### src/rtl/pin_irq_pkg.sv
package pin_irq_pkg;

  // Register word addresses of the software port
  typedef enum logic [2:0] {
    REG_STATUS = 3'd0,
    REG_MASK   = 3'd1,
    REG_FORCE  = 3'd2,
    REG_RISE   = 3'd3,
    REG_FALL   = 3'd4,
    REG_HIGH   = 3'd5,
    REG_LOW    = 3'd6,
    REG_LEVEL  = 3'd7
  } reg_sel_e;

  localparam int unsigned REG_ADDR_W = 3;

endpackage

### src/rtl/pin_irq_sync.sv
module pin_irq_sync #(
  parameter int unsigned WIDTH  = 32,
  parameter int unsigned STAGES = 2
) (
  input  logic             clk_i,
  input  logic             rst_ni,
  input  logic [WIDTH-1:0] pins_i,
  output logic [WIDTH-1:0] sync_o,
  output logic [WIDTH-1:0] prev_o,
  output logic             level_ok_o,
  output logic             edge_ok_o
);

  localparam int unsigned LAST = STAGES - 1;

  logic [WIDTH-1:0] stage_q [STAGES];
  logic [WIDTH-1:0] prev_q;
  logic [STAGES:0]  fill_q;

  // Synchronizer chain
  always_ff @(posedge clk_i or negedge rst_ni) begin
    if (!rst_ni) begin
      for (int s = 0; s < STAGES; s++) stage_q[s] <= '0;
    end else begin
      stage_q[0] <= pins_i;
      for (int s = 1; s < STAGES; s++) stage_q[s] <= stage_q[s-1];
    end
  end

  // Previous sample and pipeline fill tracking
  always_ff @(posedge clk_i or negedge rst_ni) begin
    if (!rst_ni) begin
      prev_q <= '0;
      fill_q <= '0;
    end else begin
      prev_q <= stage_q[LAST];
      fill_q <= {fill_q[STAGES-1:0], 1'b1};
    end
  end

  assign sync_o     = stage_q[LAST];
  assign prev_o     = prev_q;
  assign level_ok_o = fill_q[LAST];
  assign edge_ok_o  = fill_q[STAGES];

endmodule

### src/rtl/pin_irq_detect.sv
module pin_irq_detect #(
  parameter int unsigned WIDTH = 32
) (
  input  logic             clk_i,
  input  logic             rst_ni,
  input  logic [WIDTH-1:0] sync_i,
  input  logic [WIDTH-1:0] prev_i,
  input  logic             level_ok_i,
  input  logic             edge_ok_i,
  input  logic [WIDTH-1:0] rise_en_i,
  input  logic [WIDTH-1:0] fall_en_i,
  input  logic [WIDTH-1:0] high_en_i,
  input  logic [WIDTH-1:0] low_en_i,
  output logic [WIDTH-1:0] event_o
);

  for (genvar g = 0; g < WIDTH; g++) begin : g_pin
    logic up_hit, down_hit, high_hit, low_hit;

    assign up_hit   = edge_ok_i  & rise_en_i[g] &  sync_i[g] & ~prev_i[g];
    assign down_hit = edge_ok_i  & fall_en_i[g] & ~sync_i[g] &  prev_i[g];
    assign high_hit = level_ok_i & high_en_i[g] &  sync_i[g];
    assign low_hit  = level_ok_i & low_en_i[g]  & ~sync_i[g];

    assign event_o[g] = up_hit | down_hit | high_hit | low_hit;

    p_rise_event_r1: assert property (@(posedge clk_i) disable iff (!rst_ni)
      (edge_ok_i && rise_en_i[g] && $rose(sync_i[g])) |-> event_o[g]);

    p_fall_event_r2: assert property (@(posedge clk_i) disable iff (!rst_ni)
      (edge_ok_i && fall_en_i[g] && $fell(sync_i[g])) |-> event_o[g]);
  end

endmodule

### src/rtl/pin_irq_regs.sv
module pin_irq_regs
  import pin_irq_pkg::*;
#(
  parameter int unsigned PINS   = 32,
  parameter int unsigned DATA_W = 32
) (
  input  logic                  clk_i,
  input  logic                  rst_ni,
  input  logic                  we_i,
  input  logic [REG_ADDR_W-1:0] addr_i,
  input  logic [DATA_W-1:0]     wdata_i,
  input  logic [PINS-1:0]       event_i,
  input  logic [PINS-1:0]       level_i,
  output logic [PINS-1:0]       rise_en_o,
  output logic [PINS-1:0]       fall_en_o,
  output logic [PINS-1:0]       high_en_o,
  output logic [PINS-1:0]       low_en_o,
  output logic [DATA_W-1:0]     rdata_o,
  output logic [PINS-1:0]       irq_o
);

  reg_sel_e        sel;
  logic [PINS-1:0] wbits;
  logic [PINS-1:0] status_q, mask_q;
  logic [PINS-1:0] rise_q, fall_q, high_q, low_q;
  logic [PINS-1:0] clr_vec, force_vec, set_vec;

  assign sel   = reg_sel_e'(addr_i);
  assign wbits = wdata_i[PINS-1:0];

  assign clr_vec   = (we_i && sel == REG_STATUS) ? wbits : '0;
  assign force_vec = (we_i && sel == REG_FORCE)  ? wbits : '0;
  assign set_vec   = event_i | force_vec;

  // Sticky status, set has priority over clear
  always_ff @(posedge clk_i or negedge rst_ni) begin
    if (!rst_ni) status_q <= '0;
    else         status_q <= (status_q & ~clr_vec) | set_vec;
  end

  // Control registers
  always_ff @(posedge clk_i or negedge rst_ni) begin
    if (!rst_ni) begin
      mask_q <= '0;
      rise_q <= '0;
      fall_q <= '0;
      high_q <= '0;
      low_q  <= '0;
    end else if (we_i) begin
      case (sel)
        REG_MASK: mask_q <= wbits;
        REG_RISE: rise_q <= wbits;
        REG_FALL: fall_q <= wbits;
        REG_HIGH: high_q <= wbits;
        REG_LOW:  low_q  <= wbits;
        default: ;
      endcase
    end
  end

  // Read mux
  always_comb begin
    rdata_o = '0;
    case (sel)
      REG_STATUS: rdata_o[PINS-1:0] = status_q;
      REG_MASK:   rdata_o[PINS-1:0] = mask_q;
      REG_RISE:   rdata_o[PINS-1:0] = rise_q;
      REG_FALL:   rdata_o[PINS-1:0] = fall_q;
      REG_HIGH:   rdata_o[PINS-1:0] = high_q;
      REG_LOW:    rdata_o[PINS-1:0] = low_q;
      REG_LEVEL:  rdata_o[PINS-1:0] = level_i;
      default:    rdata_o = '0;
    endcase
  end

  assign rise_en_o = rise_q;
  assign fall_en_o = fall_q;
  assign high_en_o = high_q;
  assign low_en_o  = low_q;
  assign irq_o     = status_q & mask_q;

  // A status bit only drops when a clear write hit it
  p_sticky_status_r5: assert property (@(posedge clk_i) disable iff (!rst_ni)
    (($past(status_q) & ~status_q & ~$past(clr_vec)) == '0));

  // Any set request lands in status on the next edge, clear or not
  p_set_beats_clear_r6: assert property (@(posedge clk_i) disable iff (!rst_ni)
    (set_vec != '0) |=> ((status_q & $past(set_vec)) == $past(set_vec)));

  // The test register is write-only
  p_force_reads_zero_r7: assert property (@(posedge clk_i) disable iff (!rst_ni)
    (sel == REG_FORCE) |-> (rdata_o == '0));

  // Output never raised without status behind it
  p_irq_needs_status_r8: assert property (@(posedge clk_i) disable iff (!rst_ni)
    ((irq_o & ~status_q) == '0) && ((irq_o & ~mask_q) == '0));

endmodule

### src/rtl/pin_irq_ctrl.sv
module pin_irq_ctrl
  import pin_irq_pkg::*;
#(
  parameter int unsigned NUM_PINS    = 32,
  parameter int unsigned DATA_W      = 32,
  parameter int unsigned SYNC_STAGES = 2
) (
  input  logic                  clk_i,
  input  logic                  rst_ni,
  input  logic [NUM_PINS-1:0]   pins_i,
  input  logic                  reg_we_i,
  input  logic [REG_ADDR_W-1:0] reg_addr_i,
  input  logic [DATA_W-1:0]     reg_wdata_i,
  output logic [DATA_W-1:0]     reg_rdata_o,
  output logic [NUM_PINS-1:0]   irq_o
);

  logic [NUM_PINS-1:0] sync_lvl, prev_lvl, events;
  logic [NUM_PINS-1:0] rise_en, fall_en, high_en, low_en;
  logic                level_ok, edge_ok;

  pin_irq_sync #(.WIDTH(NUM_PINS), .STAGES(SYNC_STAGES)) u_sync (
    .clk_i      (clk_i),
    .rst_ni     (rst_ni),
    .pins_i     (pins_i),
    .sync_o     (sync_lvl),
    .prev_o     (prev_lvl),
    .level_ok_o (level_ok),
    .edge_ok_o  (edge_ok)
  );

  pin_irq_detect #(.WIDTH(NUM_PINS)) u_detect (
    .clk_i      (clk_i),
    .rst_ni     (rst_ni),
    .sync_i     (sync_lvl),
    .prev_i     (prev_lvl),
    .level_ok_i (level_ok),
    .edge_ok_i  (edge_ok),
    .rise_en_i  (rise_en),
    .fall_en_i  (fall_en),
    .high_en_i  (high_en),
    .low_en_i   (low_en),
    .event_o    (events)
  );

  pin_irq_regs #(.PINS(NUM_PINS), .DATA_W(DATA_W)) u_regs (
    .clk_i     (clk_i),
    .rst_ni    (rst_ni),
    .we_i      (reg_we_i),
    .addr_i    (reg_addr_i),
    .wdata_i   (reg_wdata_i),
    .event_i   (events),
    .level_i   (sync_lvl),
    .rise_en_o (rise_en),
    .fall_en_o (fall_en),
    .high_en_o (high_en),
    .low_en_o  (low_en),
    .rdata_o   (reg_rdata_o),
    .irq_o     (irq_o)
  );

  // A pin held high across reset release must not look like a rising edge
  p_no_edge_before_fill_r9: assert property (@(posedge clk_i) disable iff (!rst_ni)
    !edge_ok |-> ((events & ~(high_en & sync_lvl) & ~(low_en & ~sync_lvl)) == '0));

endmodule

### config.mk
export PLATFORM = sky130hd
export DESIGN_NAME = pin_irq_ctrl
export DESIGN_NICKNAME = d
export VERILOG_FILES = /design/src/rtl/pin_irq_pkg.sv /design/src/rtl/pin_irq_sync.sv /design/src/rtl/pin_irq_detect.sv /design/src/rtl/pin_irq_regs.sv /design/src/rtl/pin_irq_ctrl.sv
export SDC_FILE = /design/constraint.sdc
export NUM_CORES = 1
export LEC_CHECK = 0
export BUFFER_PORTS_ARGS = -buffer_cell sky130_fd_sc_hd__buf_2
export CAP_MARGIN = 20
export CORE_ASPECT_RATIO = 0.6
export CORE_MARGIN = 2
export CORE_UTILIZATION = 60
export CTS_BUF_LIST = sky130_fd_sc_hd__clkbuf_8
export CTS_CLUSTER_DIAMETER = 30
export DETAILED_ROUTE_END_ITERATION = 8
export PLACE_DENSITY_LB_ADDON = 0.15
export SLEW_MARGIN = 20
export SYNTH_ARGS = -nofsm -noshare
export SYNTH_HDL_FRONTEND = slang
export SYNTH_SLANG_ARGS = --single-unit
### constraint.sdc
create_clock -name clk_i -period 3.8 [get_ports clk_i]
set_input_delay 0 -clock clk_i [delete_from_list [all_inputs] [get_ports clk_i]]
set_output_delay 0 -clock clk_i [all_outputs]
set_load 0.005 [all_outputs]
---- After elaboration in Yosys (flattened, before gate mapping) ----
Cells that the tools add are included.
Widths: inputs -> output; s select.
storage, ports and cells
  register bits after elaboration ......... 291
  output and inout port bits .............. 64
  logic and storage cells ................. 513
operators by class
  eq/ne operators ......................... 7
  multiplexer cells ....................... 3
  bitwise gates (word level) .............. 485
  reduce and logical (&&, ||, !) cells .... 8
operators by type and width
  operator            count
  $and 1x1->1         320
  $pmux 32 s7         1
  $or 1x1->1          96
  $and 32x32->32      2
  $mux 32             2
  $not 1->1           64
  $or 32x32->32       2
  $not 32->32         1
  $eq 3x3->1 const B  4
  $reduce_and 2->1    5
  $eq 3x2->1 const B  2
  $eq 3x1->1 const B  1
  $logic_not 3->1     1
  $logic_and 1x1->1   2

---- Depth between registers and ports, before layout ----
Gate-level depths: netlist of run 1.
  depth after elaboration ................. 8
  depth in mapped cells ................... 7
  mapped depth without buffers ............ 3

---- Hierarchy ----
A second synthesis of run 1 with hierarchy kept.
unflattened totals
  cells, all modules ...................... 1,014
  area total of the unflattened synthesis .. 13,431.6 um^2
by module, submodules not included
  module          times used  cells each  area each (um^2)
  pin_irq_regs    1           713         9,365.2
  pin_irq_sync    1           132         2,721.4
  pin_irq_detect  1           169         1,345.0

---- Worst setup path before layout of run 1 ----
OpenSTA, ideal clock, no wires.
  path type ............................... reg-to-reg
  start point ............................. reg u_sync.fill_q[1]
  end point ............................... reg u_regs.status_q[24]
  library setup time ...................... 0.126 ns
  data arrival time ....................... 1.252 ns
  data required time ...................... 3.674 ns
  slack ................................... 2.422 ns
  cell stages (with the launch flop) ...... 6
  buffers on the path ..................... 2
  cell sequence ........................... dfrtp_1 clkbuf_1 clkbuf_1 a21oi_1 a32oi_1 a311o_1
between the ends
  word-level cells in the longest chain between the ends .. 6
  elaborated cells on any way between the ends .. 8
RTL lines
  element                   RTL line              source
  start: declaration        pin_irq_sync.sv:18    logic [STAGES:0] fill_q;
  start signal: assignment  pin_irq_sync.sv:37    fill_q <= {fill_q[STAGES-1:0], 1'b1};
  $and 1x1->1 (2 in a row)  pin_irq_detect.sv:22  assign high_hit = level_ok_i & high_en_i[g] & sync_i[g];
  $or 1x1->1                pin_irq_detect.sv:25  assign event_o[g] = up_hit | down_hit | high_hit | low_hit;
  $or 1x1->1 *              pin_irq_detect.sv:25
  $or 32x32->32 *           pin_irq_regs.sv:33    assign set_vec = event_i | force_vec;
  $or 32x32->32 *           pin_irq_regs.sv:38    else status_q <= (status_q & ~clr_vec) | set_vec;
  end signal: assignment    pin_irq_regs.sv:38
  end: declaration          pin_irq_regs.sv:24    logic [PINS-1:0] status_q, mask_q;
Every way passes the cells marked *; elsewhere a longest branch is shown, timed or not.
A chain may end at the register's enable or synchronous reset.

---- Worst setup path in the final report of run 1 ----
  start point ............................. in reg_addr_i[1]
  end point ............................... reg u_regs.high_q[12] (netlist: u_regs.high_en_o[12])
between the ends
  word-level cells in the longest chain between the ends .. 2
RTL lines
  element                     RTL line            source
  start: declaration          pin_irq_ctrl.sv:12  input logic [REG_ADDR_W-1:0] reg_addr_i,
  $eq 3x3->1                  pin_irq_regs.sv:50  case (sel)
  $reduce_and 2->1 (no line)  --
  end signal: assignment      pin_irq_regs.sv:54  REG_HIGH: high_q <= wbits;
  end: declaration            pin_irq_regs.sv:25  logic [PINS-1:0] rise_q, fall_q, high_q, low_q;
Every way passes these cells.

==> results of run 1 <==
[layer usage]
layer / share of wire (%) / vias up / GRT usage [%]
met3: 8.1 / 50 / 6.189
met1: 46 / 4762 / 44.24
met5: 0 / - / 0
met4: 1.9 / 0 / 8.397
li1: - / 4177 / -
met2: 44 / 410 / 41.96
[critical path: stages]
cell and delay (ns):
dlygate4sd3_1 0.55, buf_4 0.26, nor2b_1 0.78, nand3_2 0.96, mux2_2 0.62
[flip-flops by register name, summed over array words and instances, names as in the netlist]
name              cells
u_sync.stage_q       32
u_sync.prev_o        32
u_sync.sync_o        32
u_regs.mask_q        32
u_regs.fall_en_o     32
u_regs.status_q      32
u_regs.rise_en_o     32
u_sync.fill_q         3
u_regs.high_en_o     32
u_regs.low_en_o      32
[metrics by stage]
stage	utilization [%]	power [uW]	area, um^2	hold WS (ns)
floorplan	-	4681	12940	-0.2956
global placement	65.68	5178	13850	0.1073
detailed placement	65.68	5219	13850	0.1093
CTS	72.99	7903	15390	0.04017
global route	72.99	8261	15390	0.04732
finish	72.99	7866	15390	0.07025
[cell type report]
class	instances	area (um^2)	area share, %
tap	279	349.1	2.268
multi-input combinational	623	5346	34.74
clock buffer	51	701.9	4.561
inverter	1	3.754	0.02439
sequential	291	7284	47.33
clock inverter	24	178.9	1.163
timing repair buffer	218	1525	9.911
[synth_stat cells (all sizes together)]
master,number
nor3b,2
o211ai,24
mux2i,56
o221ai,1
nor2b,10
and3b,2
inv,1
nand3b,32
nor3,1
a211o,24
a32oi,56
buf,37
a221oi,7
and2,32
nand2,35
and4b,1
a311o,32
clkbuf,39
dfrtp,291
a21boi,56
a2111oi,7
nand4b,1
conb,1
nand3,34
mux2,168
a21oi,33
a22oi,7
a31oi,1
[power by group]
group	leakage [uW]	internal [uW]	switching (uW)
clock network	0.000509	1420	1200
logic	0.00276	723	587
registers	0.00337	3560	375
total	0.00664	5710	2160
[final timing paths]
check / endpoint / cells past startpoint / slack, ns / startpoint
worst min register to register: u_sync.sync_o[22]$_DFF_PN0_ / 0 / 0.35 / u_sync.stage_q[54]$_DFF_PN0_
worst min-delay path: u_sync.stage_q[33]$_DFF_PN0_ / 2 / 0.07 / pins_i[1]
max in group asynchronous: u_sync.stage_q[51]$_DFF_PN0_ / 3 / 2.71 / rst_ni
worst max-delay path: u_regs.high_en_o[12]$_DFFE_PN0P_ / 5 / 1.01 / reg_addr_i[1]
worst max register to register: u_regs.status_q[0]$_DFF_PN0_ / 4 / 1.78 / u_sync.fill_q[2]$_DFF_PN0_
min in group asynchronous: u_sync.prev_o[5]$_DFF_PN0_ / 2 / 0.10 / rst_ni
[kinds of logic (layout without fill, tap and decap cells)]
| group | after synthesis | after routing |
|---|---|---|
| AOI/OAI and AO/OA | 248 | 248 |
| buffers and inverters | 77 | 294 |
| DFF | 291 | 291 |
| muxes | 224 | 224 |
| other | 1 | 1 |
| and+or+nand+nor | 150 | 150 |
==> reports/results.ini, run 1 <==
[clocking]
root_buffer=clkbuf_8
cts_tree=built
clockBufferDepth=3
cts.sinks=291
clkTransAtPathRegs_ns=0.06
hold_buffers=66
cts_max_level=2
cts-resized-gates=0
clk_latency_ns=0.57
cts_buffers=45
post-cts-setup-buffers=0

[synthesis]
ys_warn_count=0
synth_sequential_area_ratio_pct=56.26
ys_seq_elements=291
yosys.area.top_type=dfrtp_1
netlist_area_um2=12940
yosys.area.top_type_share_pct=56.26
avgSynthCellArea_um2=13.06
yosysUniqueCellTypes=32
synthXorXnorAreaFrac_pct=0
synth_compound_area_share_pct=15.27
synthTopCellsByArea=dfrtp_1 (56%), mux2_2 (14%), mux2i_1 (4.3%), a32oi_1 (3.8%), a311o_1 (2.5%)
synth_simple_gate_area_share_pct=6.767
syn_inst=991
synthMuxAreaShare_pct=18.95
synth_fa_ha_area_share_pct=0
syn-num-nets=1061
synth_top_family_by_area=multiplexers

[placed_design]
dp_hpwl_mm=18.65
place.gp.congestion=0.8135
dpl_worst_slack_ns=1.071
io_buffers=133
placed_cells=1346

[final_layout]
fillers=1466
drive_gt1_share_pct=31.29
area_growth_syn_to_layout_pct=18.91
antenna_cells=0
final-instance-count-excl-fill=1487
final_common_cell=dfrtp_1
fin_nets=1250
final_cell_mix=dfrtp_1 (289), mux2_2 (156), buf_2 (130)

[route]
dr.pass1.iters=5
vias=9399
drt_wl_total_mm=32.52
remaining_drc_errors=0
drt_first_iter_violations=837
wl_per_cell_um=21.87
drtAntennaViolNets=0
vias_per_cell=6.321

[outcome]
status=complete, no violations

[die]
io_pins=134
core_area_um2=21080
die_w_um=193.6
start_util_pct=61.39
row_count=41
die_h_um=117.8
fp.dieArea_um2=22800

[setup_path]
crit_type=input pin to flip-flop
end_kind=flip-flop
startpoint_type=input pin
crit_required_ns=4.23
crit_arrival_ns=3.22
cp_max_fo=32

[global_route]
grt_pass1_wl_mm=52.25
gr-usage-all-layers_pct=29.00
grt_max_degree=117
grt_pass1_vias=9415
antenna_found_initial=0
overflow=0

[sta]
finalSetupTns_ns=0
post-route-min-period_ns=2.789
post-route-period-util_pct=73.39
skew_ns=0.01496
hold_viol_final=0
finalSetupViolations=0
max_freq_mhz=358.6
setup_ws_ns=1.011
tightest_slew_ns=1.087
slew_violations=0
rsz0062_at_grt=false
slew_headroom_pct=27.51

[power]
power_density_nw_per_um2=511.1
peakVddDrop_mv=0.3757
p_leak_uw=0.006637

[min_path]
worstHoldPathType=input pin to flip-flop

[job]
drv_cap=0

Note: power is estimated with default switching activity, not from simulation.
==> run 2: changes to the inputs <==
clock period = 2.8 ns   (was 3.8 ns; I/O delays follow)
==> reports/results.ini, run 2 (synthesized netlist as in run 1, its figures left out) <==
[power]
peakVddDrop_mv=0.4576  ; +22%
power_density_nw_per_um2=705.3  ; +38%
p_leak_uw=0.006748  ; +1.7%
total_power_uw=11050  ; +40%

[placed_design]
dp_hpwl_mm=20.03  ; +7.4%
io_buffers=133  ; unchanged
place.gp.congestion=0.8242  ; +1.3%

[final_layout]
area_growth_syn_to_layout_pct=21.06
final_cell_mix=dfrtp_1 (289), mux2_2 (156), buf_2 (130)
antenna_cells=0  ; unchanged
fin_nets=1261  ; +0.88%
final_common_cell=dfrtp_1
drive_gt1_share_pct=32.84  ; +1.6 points

[global_route]
grt_most_used_layer=met2
grt_use_met1_pct=44.66  ; +0.43 points
grt_pass1_wl_mm=53.95  ; +3.3%
antenna_found_initial=0  ; unchanged
grt_max_degree=87  ; -26%
grt_use_met2_pct=45.49  ; +3.5 points
grt_pass1_vias=9727  ; +3.3%
overflow=0  ; unchanged
gr-usage-all-layers_pct=30.00  ; +1.0 points
grt_use_met3_pct=6.103  ; -0.086 points

[sta]
slew_violations=0  ; unchanged
tightest_slew_ns=0.9560  ; -0.1313 ns
finalSetupViolations=0  ; unchanged
finalSetupTns_ns=0  ; unchanged
skew_ns=0.02855  ; +0.01359 ns
post-route-min-period_ns=2.416
post-route-period-util_pct=86.27
slew_headroom_pct=36.27  ; +8.8 points
rsz0062_at_grt=false
hold_viol_final=0  ; unchanged
max_freq_mhz=414.0

[clocking]
cts-resized-gates=0  ; unchanged
clockBufferDepth=3  ; unchanged
hold_buffers=68  ; +3.0%
root_buffer=clkbuf_8
cts.sinks=291  ; unchanged
post-cts-setup-buffers=0  ; unchanged
clkTransAtPathRegs_ns=0.07  ; about the same
cts_max_level=2  ; unchanged
cts_buffers=45  ; unchanged
clk_latency_ns=0.57  ; about the same
cts_tree=built

[setup_path]
cpPeakStageDelay_ns=0.68  ; -0.28 ns
cpMostUsedCell=buf_4
worstPathCellList=dlygate4sd3_1 > buf_4 > buf_4 > a2111oi_0 > a221oi_1 > buf_2
end_kind=primary output
crit_required_ns=2.80  ; -1.43 ns
r2r.worst_path.cells=4  ; unchanged
startpoint_type=input pin
crit_slowest_cell=buf_4
crit_type=input pin to primary output
crit_arrival_ns=2.42  ; -0.80 ns
cp_max_fo=59  ; +84%

[route]
vias=9421  ; +0.23%
vias_per_cell=6.268  ; -0.83%
dr.pass1.iters=4  ; -1
drt_first_iter_violations=722  ; -14%
drt_wl_total_mm=33.53  ; +3.1%
remaining_drc_errors=0  ; unchanged
drtAntennaViolNets=0  ; unchanged
wl_per_cell_um=22.31  ; +2.0%

[die]
io_pins=134  ; unchanged
core_area_um2=21080  ; unchanged
die_w_um=193.6  ; unchanged
fp.dieArea_um2=22800  ; unchanged
row_count=41  ; unchanged
die_h_um=117.8  ; unchanged
start_util_pct=61.39  ; unchanged

[outcome]
status=complete, no violations

[min_path]
worstHoldPathType=input pin to flip-flop
min_path_cells=2  ; unchanged

[job]
drv_cap=0  ; unchanged

## run 2: worst paths after layout
path	startpoint	endpoint	slack [ns]
max reg2reg	u_sync.fill_q[2]$_DFF_PN0_	u_regs.status_q[18]$_DFF_PN0_	0.92
max in group asynchronous	rst_ni	u_sync.sync_o[20]$_DFF_PN0_	1.73
min reg2reg	u_sync.stage_q[32]$_DFF_PN0_	u_sync.sync_o[0]$_DFF_PN0_	0.34
min	pins_i[15]	u_sync.stage_q[47]$_DFF_PN0_	0.07
max	reg_addr_i[1]	reg_rdata_o[17]	0.38
min in group asynchronous	rst_ni	u_sync.stage_q[35]$_DFF_PN0_	0.42
## run 2: area by class of cell
cell class	count	area, um^2
fill	1426	5416
multi-input combinational	623	5346
clock inverter	21	191.4
timing repair buffer	229	1680
sequential	291	7284
clock buffer	59	812.0
tap	279	349.1
inverter	1	3.754
## run 2: per-layer routing
| layer | share of wire (%) | vias up | wire [um] |
|---|---|---|---|
| li1 | - | 4190 | - |
| met1 | 47 | 4827 | 15750 |
| met2 | 45 | 358 | 15100 |
| met3 | 6.6 | 46 | 2220 |
| met4 | 1.4 | 0 | 463 |
| met5 | 0 | - | 0 |
## run 2: critical path: cells and delay by family
| family | cells | cell delay, ns |
|---|---|---|
| buffers and inverters | 4 | 1.74 |
| AO/OA/AOI/OAI | 2 | 0.66 |
## run 2: power by group
part	switching (uW)	internal, uW
clock	1700	2180
sequential	514	4830
combinational	819	998
total	3040	8010
## run 2: stage by stage
stage                     instance area (um^2)  util, %  worst slack, ns  hold WS (ns)  std cells
final                                    15670    74.31           0.3844       0.06790       1503
after global routing                     15670    74.31           0.3575       0.04467       1503
after CTS                                15670    74.31           0.4963       0.02932       1503
after detailed placement                 13970    66.24           0.7959     -0.004107       1355
after global placement                   13970    66.24           0.8303     -0.001806       1355
after floorplan                          12940        -            1.422       -0.2956        991
